File: config.mk
export PLATFORM = sky130hd
export DESIGN_NAME = bse_switch_elem
export DESIGN_NICKNAME = d
export VERILOG_FILES = /design/src/rtl/bse_pkg.sv /design/src/rtl/bse_lfsr.sv /design/src/rtl/bse_inlet_buf.sv /design/src/rtl/bse_outlet_fifo.sv /design/src/rtl/bse_arbiter.sv /design/src/rtl/bse_switch_elem.sv
export SDC_FILE = /design/constraint.sdc
export NUM_CORES = 1
export LEC_CHECK = 0
export BUFFER_PORTS_ARGS = -buffer_cell sky130_fd_sc_hd__buf_2
export CAP_MARGIN = 15
export CORE_ASPECT_RATIO = 1.75
export CORE_UTILIZATION = 52
export DETAILED_ROUTE_END_ITERATION = 10
export GPL_TIMING_DRIVEN = 0
export PLACE_DENSITY = 0.79
export SYNTH_ARGS = -nofsm -noshare
export SYNTH_HDL_FRONTEND = slang
export SYNTH_SLANG_ARGS = --single-unit
File: constraint.sdc
create_clock -name clk -period 5.5 [get_ports clk]
set_input_delay 1.65 -clock clk [delete_from_list [all_inputs] [get_ports clk]]
set_output_delay 1.65 -clock clk [all_outputs]
set_load 0.005 [all_outputs]
File: src/rtl/bse_pkg.sv
package bse_pkg;
  // Pseudo-random generator shape shared by the element.
  localparam int LFSR_W = 16;
  localparam logic [LFSR_W-1:0] LFSR_TAPS = 16'hB400;

  // Galois right-shift step: a maximal-length sequence over nonzero states.
  function automatic logic [LFSR_W-1:0] lfsr_step(input logic [LFSR_W-1:0] s);
    lfsr_step = s[0] ? ((s >> 1) ^ LFSR_TAPS) : (s >> 1);
  endfunction

  // Meaning of the steering bit.
  typedef enum logic {DIR_UPPER = 1'b0, DIR_LOWER = 1'b1} dir_e;
endpackage

File: src/rtl/bse_lfsr.sv
module bse_lfsr
  import bse_pkg::*;
#(
  parameter logic [LFSR_W-1:0] SEED = 16'hACE1
) (
  input  logic clk,
  input  logic rst,
  output logic rnd
);
  // An all-zero seed would lock the sequence; substitute a legal one.
  localparam logic [LFSR_W-1:0] START = (SEED == '0) ? {{(LFSR_W-1){1'b0}}, 1'b1} : SEED;

  logic [LFSR_W-1:0] state;

  // Free-running: steps every clock, not only on slot strobes.
  always_ff @(posedge clk) begin
    if (rst) state <= START;
    else     state <= lfsr_step(state);
  end

  assign rnd = state[0];

  // the random source must never collapse into the stuck state
  assert_lfsr_live_R7: assert property (@(posedge clk) disable iff (rst) state != '0)
    else $error("random source reached all-zero state");
endmodule

File: src/rtl/bse_inlet_buf.sv
module bse_inlet_buf #(
  parameter int TAG_W = 3,
  parameter int PAY_W = 16
) (
  input  logic             clk,
  input  logic             rst,
  input  logic             slot,
  input  logic             load,
  input  logic [TAG_W-1:0] load_tag,
  input  logic [PAY_W-1:0] load_data,
  input  logic             advance,
  output logic             valid,
  output logic [TAG_W-1:0] tag,
  output logic [PAY_W-1:0] data
);
  // Occupancy flag is reset; the cell fields need no reset.
  always_ff @(posedge clk) begin
    if (rst) begin
      valid <= 1'b0;
    end else if (slot) begin
      if (load)         valid <= 1'b1;
      else if (advance) valid <= 1'b0;
    end
  end

  always_ff @(posedge clk) begin
    if (slot && load) begin
      tag  <= load_tag;
      data <= load_data;
    end
  end

  // a blocked cell is neither dropped nor overwritten
  assert_blocked_cell_held_R6: assert property (@(posedge clk) disable iff (rst)
    (slot && valid && !advance) |=> (valid && $stable(tag) && $stable(data)))
    else $error("blocked inlet cell changed");

  // without a strobe the inlet is frozen
  assert_inlet_idle_R4: assert property (@(posedge clk) disable iff (rst)
    !slot |=> $stable(valid))
    else $error("inlet changed outside a slot boundary");
endmodule

File: src/rtl/bse_outlet_fifo.sv
module bse_outlet_fifo #(
  parameter int W     = 19,
  parameter int DEPTH = 4,   // at least 2
  localparam int PW   = $clog2(DEPTH),
  localparam int CW   = $clog2(DEPTH + 1)
) (
  input  logic          clk,
  input  logic          rst,
  input  logic          slot,
  input  logic          push_a,
  input  logic [W-1:0]  cell_a,
  input  logic          push_b,
  input  logic [W-1:0]  cell_b,
  input  logic          pop_req,
  output logic          head_valid,
  output logic [W-1:0]  head_cell,
  output logic [CW-1:0] space
);
  logic [W-1:0]  mem [DEPTH];
  logic [PW-1:0] rd_ptr, wr_ptr;
  logic [CW-1:0] count;

  function automatic logic [PW-1:0] step(input logic [PW-1:0] p);
    step = (p == PW'(DEPTH - 1)) ? '0 : p + 1'b1;
  endfunction

  logic [PW-1:0] wr_nxt1, wr_nxt2;
  logic          can_pop, pop;

  assign wr_nxt1    = step(wr_ptr);
  assign wr_nxt2    = step(wr_nxt1);
  assign head_valid = (count != '0);
  assign head_cell  = mem[rd_ptr];
  assign can_pop    = head_valid && pop_req;
  assign pop        = slot && can_pop;
  // Places free once this slot's departure is counted.
  assign space      = CW'(DEPTH) - count + CW'(can_pop);

  // Storage: no reset, written only on slot strobes.
  always_ff @(posedge clk) begin
    if (slot) begin
      if (push_a) mem[wr_ptr] <= cell_a;
      if (push_b) mem[push_a ? wr_nxt1 : wr_ptr] <= cell_b;
    end
  end

  always_ff @(posedge clk) begin
    if (rst) begin
      rd_ptr <= '0;
      wr_ptr <= '0;
      count  <= '0;
    end else if (slot) begin
      if (pop) rd_ptr <= step(rd_ptr);
      if (push_a && push_b)     wr_ptr <= wr_nxt2;
      else if (push_a || push_b) wr_ptr <= wr_nxt1;
      count <= count + CW'(push_a) + CW'(push_b) - CW'(pop);
    end
  end

  // pushes never exceed capacity
  assert_no_overflow_R3: assert property (@(posedge clk) disable iff (rst)
    (slot && (push_a || push_b)) |->
      ((int'(count) + int'(push_a) + int'(push_b) - int'(pop)) <= DEPTH))
    else $error("outlet queue overflow");

  // queue is frozen between slot strobes
  assert_fifo_idle_R4: assert property (@(posedge clk) disable iff (rst)
    !slot |=> ($stable(count) && $stable(rd_ptr) && $stable(wr_ptr)))
    else $error("outlet queue changed outside a slot boundary");

  // a head without permission to leave stays put
  assert_head_held_R8: assert property (@(posedge clk) disable iff (rst)
    (head_valid && !(slot && pop_req)) |=> (head_valid && $stable(head_cell)))
    else $error("outlet head changed without departure");
endmodule

File: src/rtl/bse_arbiter.sv
module bse_arbiter
  import bse_pkg::*;
#(
  parameter int CW = 3
) (
  input  logic [1:0]         req_v,
  input  logic [1:0]         req_dir,
  input  logic [1:0][CW-1:0] space,
  input  logic               rnd,
  output logic [1:0]         grant
);
  logic [1:0] g_in0, g_in1;   // per outlet: grant to inlet 0 / inlet 1

  for (genvar o = 0; o < 2; o++) begin : g_outlet
    logic want0, want1, ga, gb;
    assign want0 = req_v[0] && (req_dir[0] == 1'(o));
    assign want1 = req_v[1] && (req_dir[1] == 1'(o));

    always_comb begin
      ga = 1'b0;
      gb = 1'b0;
      if (want0 && want1) begin
        if (space[o] >= CW'(2)) begin
          ga = 1'b1;
          gb = 1'b1;
        end else if (space[o] == CW'(1)) begin
          ga = !rnd;
          gb = rnd;
        end
      end else begin
        ga = want0 && (space[o] != '0);
        gb = want1 && (space[o] != '0);
      end
    end

    assign g_in0[o] = ga;
    assign g_in1[o] = gb;
  end

  assign grant[0] = |g_in0;
  assign grant[1] = |g_in1;
endmodule

File: src/rtl/bse_switch_elem.sv
module bse_switch_elem
  import bse_pkg::*;
#(
  parameter int                TAG_W = 3,
  parameter int                PAY_W = 16,
  parameter int                DEPTH = 4,
  parameter logic [LFSR_W-1:0] SEED  = 16'hACE1
) (
  input  logic                 clk,
  input  logic                 rst,
  input  logic                 slot_start,
  input  logic [1:0]           in_valid,
  input  logic [2*TAG_W-1:0]   in_tag,
  input  logic [2*PAY_W-1:0]   in_data,
  output logic [1:0]           in_ready,
  output logic [1:0]           out_valid,
  output logic [2*TAG_W-1:0]   out_tag,
  output logic [2*PAY_W-1:0]   out_data,
  input  logic [1:0]           out_ready
);
  localparam int CELL_W = TAG_W + PAY_W;
  localparam int CW     = $clog2(DEPTH + 1);

  logic [1:0]         ib_valid;
  logic [TAG_W-1:0]   ib_tag  [2];
  logic [PAY_W-1:0]   ib_data [2];
  logic [1:0]         ib_dir;
  logic [1:0]         grant;
  logic [1:0][CW-1:0] space;
  logic               rnd;
  logic [CELL_W-1:0]  fwd_cell [2];

  bse_lfsr #(.SEED(SEED)) u_rand (.clk(clk), .rst(rst), .rnd(rnd));

  // Inlet buffers: one cell each.
  for (genvar i = 0; i < 2; i++) begin : g_inlet
    bse_inlet_buf #(.TAG_W(TAG_W), .PAY_W(PAY_W)) u_ib (
      .clk      (clk),
      .rst      (rst),
      .slot     (slot_start),
      .load     (in_valid[i] && in_ready[i]),
      .load_tag (in_tag[i*TAG_W +: TAG_W]),
      .load_data(in_data[i*PAY_W +: PAY_W]),
      .advance  (grant[i]),
      .valid    (ib_valid[i]),
      .tag      (ib_tag[i]),
      .data     (ib_data[i])
    );
    assign ib_dir[i]   = ib_tag[i][0];
    // Steering bit consumed here; zero fills the top.
    assign fwd_cell[i] = {ib_tag[i] >> 1, ib_data[i]};
    assign in_ready[i] = !ib_valid[i] || grant[i];
  end

  bse_arbiter #(.CW(CW)) u_arb (
    .req_v  (ib_valid),
    .req_dir(ib_dir),
    .space  (space),
    .rnd    (rnd),
    .grant  (grant)
  );

  // Outlet queues: inlet 0 is always written ahead of inlet 1.
  for (genvar o = 0; o < 2; o++) begin : g_outlet
    logic [CELL_W-1:0] head;
    logic              hv;
    bse_outlet_fifo #(.W(CELL_W), .DEPTH(DEPTH)) u_q (
      .clk       (clk),
      .rst       (rst),
      .slot      (slot_start),
      .push_a    (grant[0] && (ib_dir[0] == 1'(o))),
      .cell_a    (fwd_cell[0]),
      .push_b    (grant[1] && (ib_dir[1] == 1'(o))),
      .cell_b    (fwd_cell[1]),
      .pop_req   (out_ready[o]),
      .head_valid(hv),
      .head_cell (head),
      .space     (space[o])
    );
    assign out_valid[o]               = hv;
    assign out_tag[o*TAG_W +: TAG_W]  = head[CELL_W-1:PAY_W];
    assign out_data[o*PAY_W +: PAY_W] = head[PAY_W-1:0];
  end

  // an inlet 0 cell steered upward appears at the upper outlet
  assert_route_upper_R1: assert property (@(posedge clk) disable iff (rst)
    (slot_start && grant[0] && (ib_dir[0] == DIR_UPPER)) |=> out_valid[0])
    else $error("upper-steered cell missing at outlet 0");

  // an inlet 1 cell steered downward appears at the lower outlet
  assert_route_lower_R1: assert property (@(posedge clk) disable iff (rst)
    (slot_start && grant[1] && (ib_dir[1] == DIR_LOWER)) |=> out_valid[1])
    else $error("lower-steered cell missing at outlet 1");

  // single free place under contention admits exactly one cell
  assert_single_winner_R7: assert property (@(posedge clk) disable iff (rst)
    ((ib_valid == 2'b11) && (ib_dir[0] == ib_dir[1]) && (space[ib_dir[0]] == CW'(1)))
      |-> ($countones(grant) == 1))
    else $error("contention for one place not resolved to one winner");

  // no advance into an outlet without room
  assert_no_room_no_grant_R6: assert property (@(posedge clk) disable iff (rst)
    (ib_valid[0] && (space[ib_dir[0]] == '0)) |-> !grant[0])
    else $error("inlet 0 granted into a full outlet");
endmodule

==> reports/results.tsv <==
stage	metric	value	unit
route	routed-via-count	5922	
clocking	clockRootBuffer	clkbuf_16	
setup_path	reg2regPathDepth	12	
global_routing	gr-total-overflow	0	
synthesis	avgSynthCellArea	16.8	sq um
global_routing	grt_use_total	23.7	%
global_routing	grt_max_degree	20	
sta	tightest_slew	1120	ps
setup_path	path_class	input pin to primary output	
sta	maxSlewViolCount	0	
synthesis	yosysSeqAreaShare	59.5	%
synthesis	synth_area_leaders	edfxtp_1 (53%), mux2_2 (11%), mux4_2 (7.8%)	
die	pin_count	87	
setup_path	worst_ep_required_time	3850	ps
setup_path	critPathCaptureType	primary output	
job	drv_cap	0	
clocking	clock_sinks	218	
sta	hold_violations	0	
sta	period_share	96.0	%
cells_and_area	n_antenna_cell	0	
route	wl	23.8	mm
synthesis	async_flop_share	0	%
cells_and_area	final_common_cell	edfxtp_1	
cells_and_area	area_growth	13.3	%
setup_path	crit_start	out_ready[0]	
die	die_w	109	microns
cells_and_area	drive_above_1_share	45.7	%
sta	hold-worst-slack	410	ps
route	drtAntennaViolNets	0	
setup_path	r2r_setup_slack	1640	ps
clocking	cts-buffers-inserted	21	
global_routing	antenna_found_initial	0	
die	coreArea	19700	sq um
sta	setup_tns	0	ps
route	viasPerCell	6.01	
synthesis	syn_area	10400	sq um
synthesis	synth_top_area_share	52.6	%
synthesis	synthCells	618	
setup_path	r2r_start	g_outlet[0].u_q.count[0]$_SDFFE_PP0P_	
synthesis	yosys_warnings	0	
place	gp_congestion	0.880	
clocking	clk_latency	500	ps
synthesis	synth_cell_type_count	54	
die	die_area	20600	sq um
die	start_util	52.9	%
global_routing	grt_pass1_wl	35.9	mm
sta	maxSlewHeadroom	25.6	%
global_routing	use_met3	2.13	%
run_status	outcome	completed	
cells_and_area	fin_nets	792	
synthesis	synth_edf_count	182	
sta	setup_viol	0	
place	post-dp-hpwl	16.2	mm
clocking	cts_resized	0	
setup_path	endpoint	in_ready[0]	
route	avgRoutedWirePerCell	24.2	microns
clocking	cts_tree	done	
cells_and_area	final_cell_mix	edfxtp_1 (182), mux2_2 (104), buf_2 (88)	
setup_path	timing.rr.end	g_outlet[0].u_q.mem[3][15]$_DFFE_PP_	
power_and_ir_drop	powerDensity	309	nW/um^2
clocking	clk_pin_slew	60	ps
synthesis	synth_ff_type	edfxtp_1	
global_routing	grtUsageMet1	25.8	%
place	io_buffers	84	
clocking	h-tree-depth	1	
global_routing	gr-usage-met2	43.7	%
synthesis	synth-seq-cells	218	
clocking	postCtsSetupBuffers	0	
sta	skew	8.72	ps
route	drt_iter0_drc	405	
setup_path	arrival	3630	ps
sta	grt_setup_unrepaired	no	
setup_path	cp-start-kind	input pin	
clocking	cts_hold_buf	0	
cells_and_area	fin_area	11800	sq um
die	num_rows	68	
synthesis	synth_area_leader_cell	edfxtp_1	
sta	fmax	189	MHz
clocking	cts.path.max_buffers	3	
hold_path	hp-class	flip-flop to flip-flop	
global_routing	top_usage_layer	met2	
power_and_ir_drop	irDropWorstVdd	0.326	mV
setup_path	worstPathMaxFanout	9	
die	die_y	189	microns
route	route.detailed.drc	0	
global_routing	grt_pass1_vias	6364	
route	drt-pass1-iter-count	5	
sta	post-route-min-period	5280	ps
place	post_dp_cell_area	11100	sq um
power_and_ir_drop	p_leak	4.14	nW
==> area by class of cell <==
| class | instances | area (sq um) |
|---|---|---|
| clock inverter | 4 | 23.8 |
| multi-input combinational | 346 | 3870 |
| timing repair buffer | 85 | 435 |
| inverter | 23 | 86.3 |
| clock buffer | 32 | 614 |
| sequential | 218 | 6190 |
| tap | 245 | 307 |
| fill | 1420 | 7870 |
| buffer | 32 | 262 |
==> through the flow <==
step / util (%) / worst slack (ps) / std cells / total power, W
floorplan: - / 661 / 619 / 0.00218
global placement: 56.6 / 245 / 948 / 0.00229
detailed placement: 56.7 / 237 / 949 / 0.00231
CTS: 60.0 / 233 / 985 / 0.00366
global route: 60.0 / 83.0 / 985 / 0.00375
finish: 60.0 / 218 / 985 / 0.00365
==> where the power goes <==
part / switching, W / leakage (nW) / internal, W
Combinational: 0.000194 / 1.87 / 0.000189
Clock: 0.000593 / 0.322 / 0.000773
Sequential: 0.0000534 / 1.95 / 0.00184
Total: 0.000841 / 4.14 / 0.00281
==> how the worst min path moves through the flow <==
stage / slack [ps] / start / end / depth (start not counted)
2_1_floorplan: 390 / u_rand.state[1]$_SDFF_PP0_ / u_rand.state[0]$_SDFF_PP1_ / 1
3_3_place_gp: 400 / u_rand.state[7]$_SDFF_PP1_ / u_rand.state[6]$_SDFF_PP1_ / 1
5_1_grt: 420 / u_rand.state[1]$_SDFF_PP0_ / u_rand.state[0]$_SDFF_PP1_ / 1
4_1_cts: 410 / u_rand.state[1]$_SDFF_PP0_ / u_rand.state[0]$_SDFF_PP1_ / 1
6_report: 410 / u_rand.state[1]$_SDFF_PP0_ / u_rand.state[0]$_SDFF_PP1_ / 1
3_5_place_dp: 400 / u_rand.state[1]$_SDFF_PP0_ / u_rand.state[0]$_SDFF_PP1_ / 1
==> cell usage after synthesis, types with 7 or more instances <==
library cell	n
buf_4	7
mux4_2	36
mux2_4	36
clkbuf_1	9
nand3_1	10
dfxtp_1	36
nor2_1	21
edfxtp_1	182
ha_1	16
a21oi_1	9
nor2b_1	10
inv_1	22
nand2_1	10
mux2_2	104
==> sequential cells by signal, summed over array words and instances (netlist names), named ones only <==
| register | cells |
|---|---|
| g_outlet.u_q.mem | 144 |
| g_inlet.u_ib.data | 32 |
| u_rand.state | 16 |
| g_inlet.u_ib.tag | 6 |
| g_outlet.u_q.count | 6 |
| g_outlet.u_q.rd_ptr | 4 |
| g_outlet.u_q.wr_ptr | 4 |
| g_inlet.u_ib.valid | 2 |
==> logic make-up after synthesis <==
| group | synth area share (%) |
|---|---|
| DFF | 59.5 |
| muxes | 25.3 |
| AOI/OAI and AO/OA | 4.22 |
| xor gates and xnor gates | 1.07 |
| and+or+nand+nor | 3.83 |
| other | 0.0361 |
| buffers and inverters | 3.35 |
| adders and majority gates | 2.70 |
==> per-layer routing <==
| metal | up-vias | routed length (microns) |
|---|---|---|
| met5 | - | 0 |
| met4 | 0 | 1480 |
| met3 | 74 | 949 |
| met2 | 223 | 13100 |
| met1 | 3010 | 8320 |
| li1 | 2615 | - |
==> critical path, cell delays in order <==
cell and delay [ps]:
buf_2 110, nand2_1 70, ha_1 150, inv_1 40, ha_1 200, xor2_2 190, a211o_1 300, buf_6 140
and2_2 180, buf_2 160, nor2_1 240, nand2_1 90, buf_2 140
No activity file was read; power rests on OpenSTA's default activity.
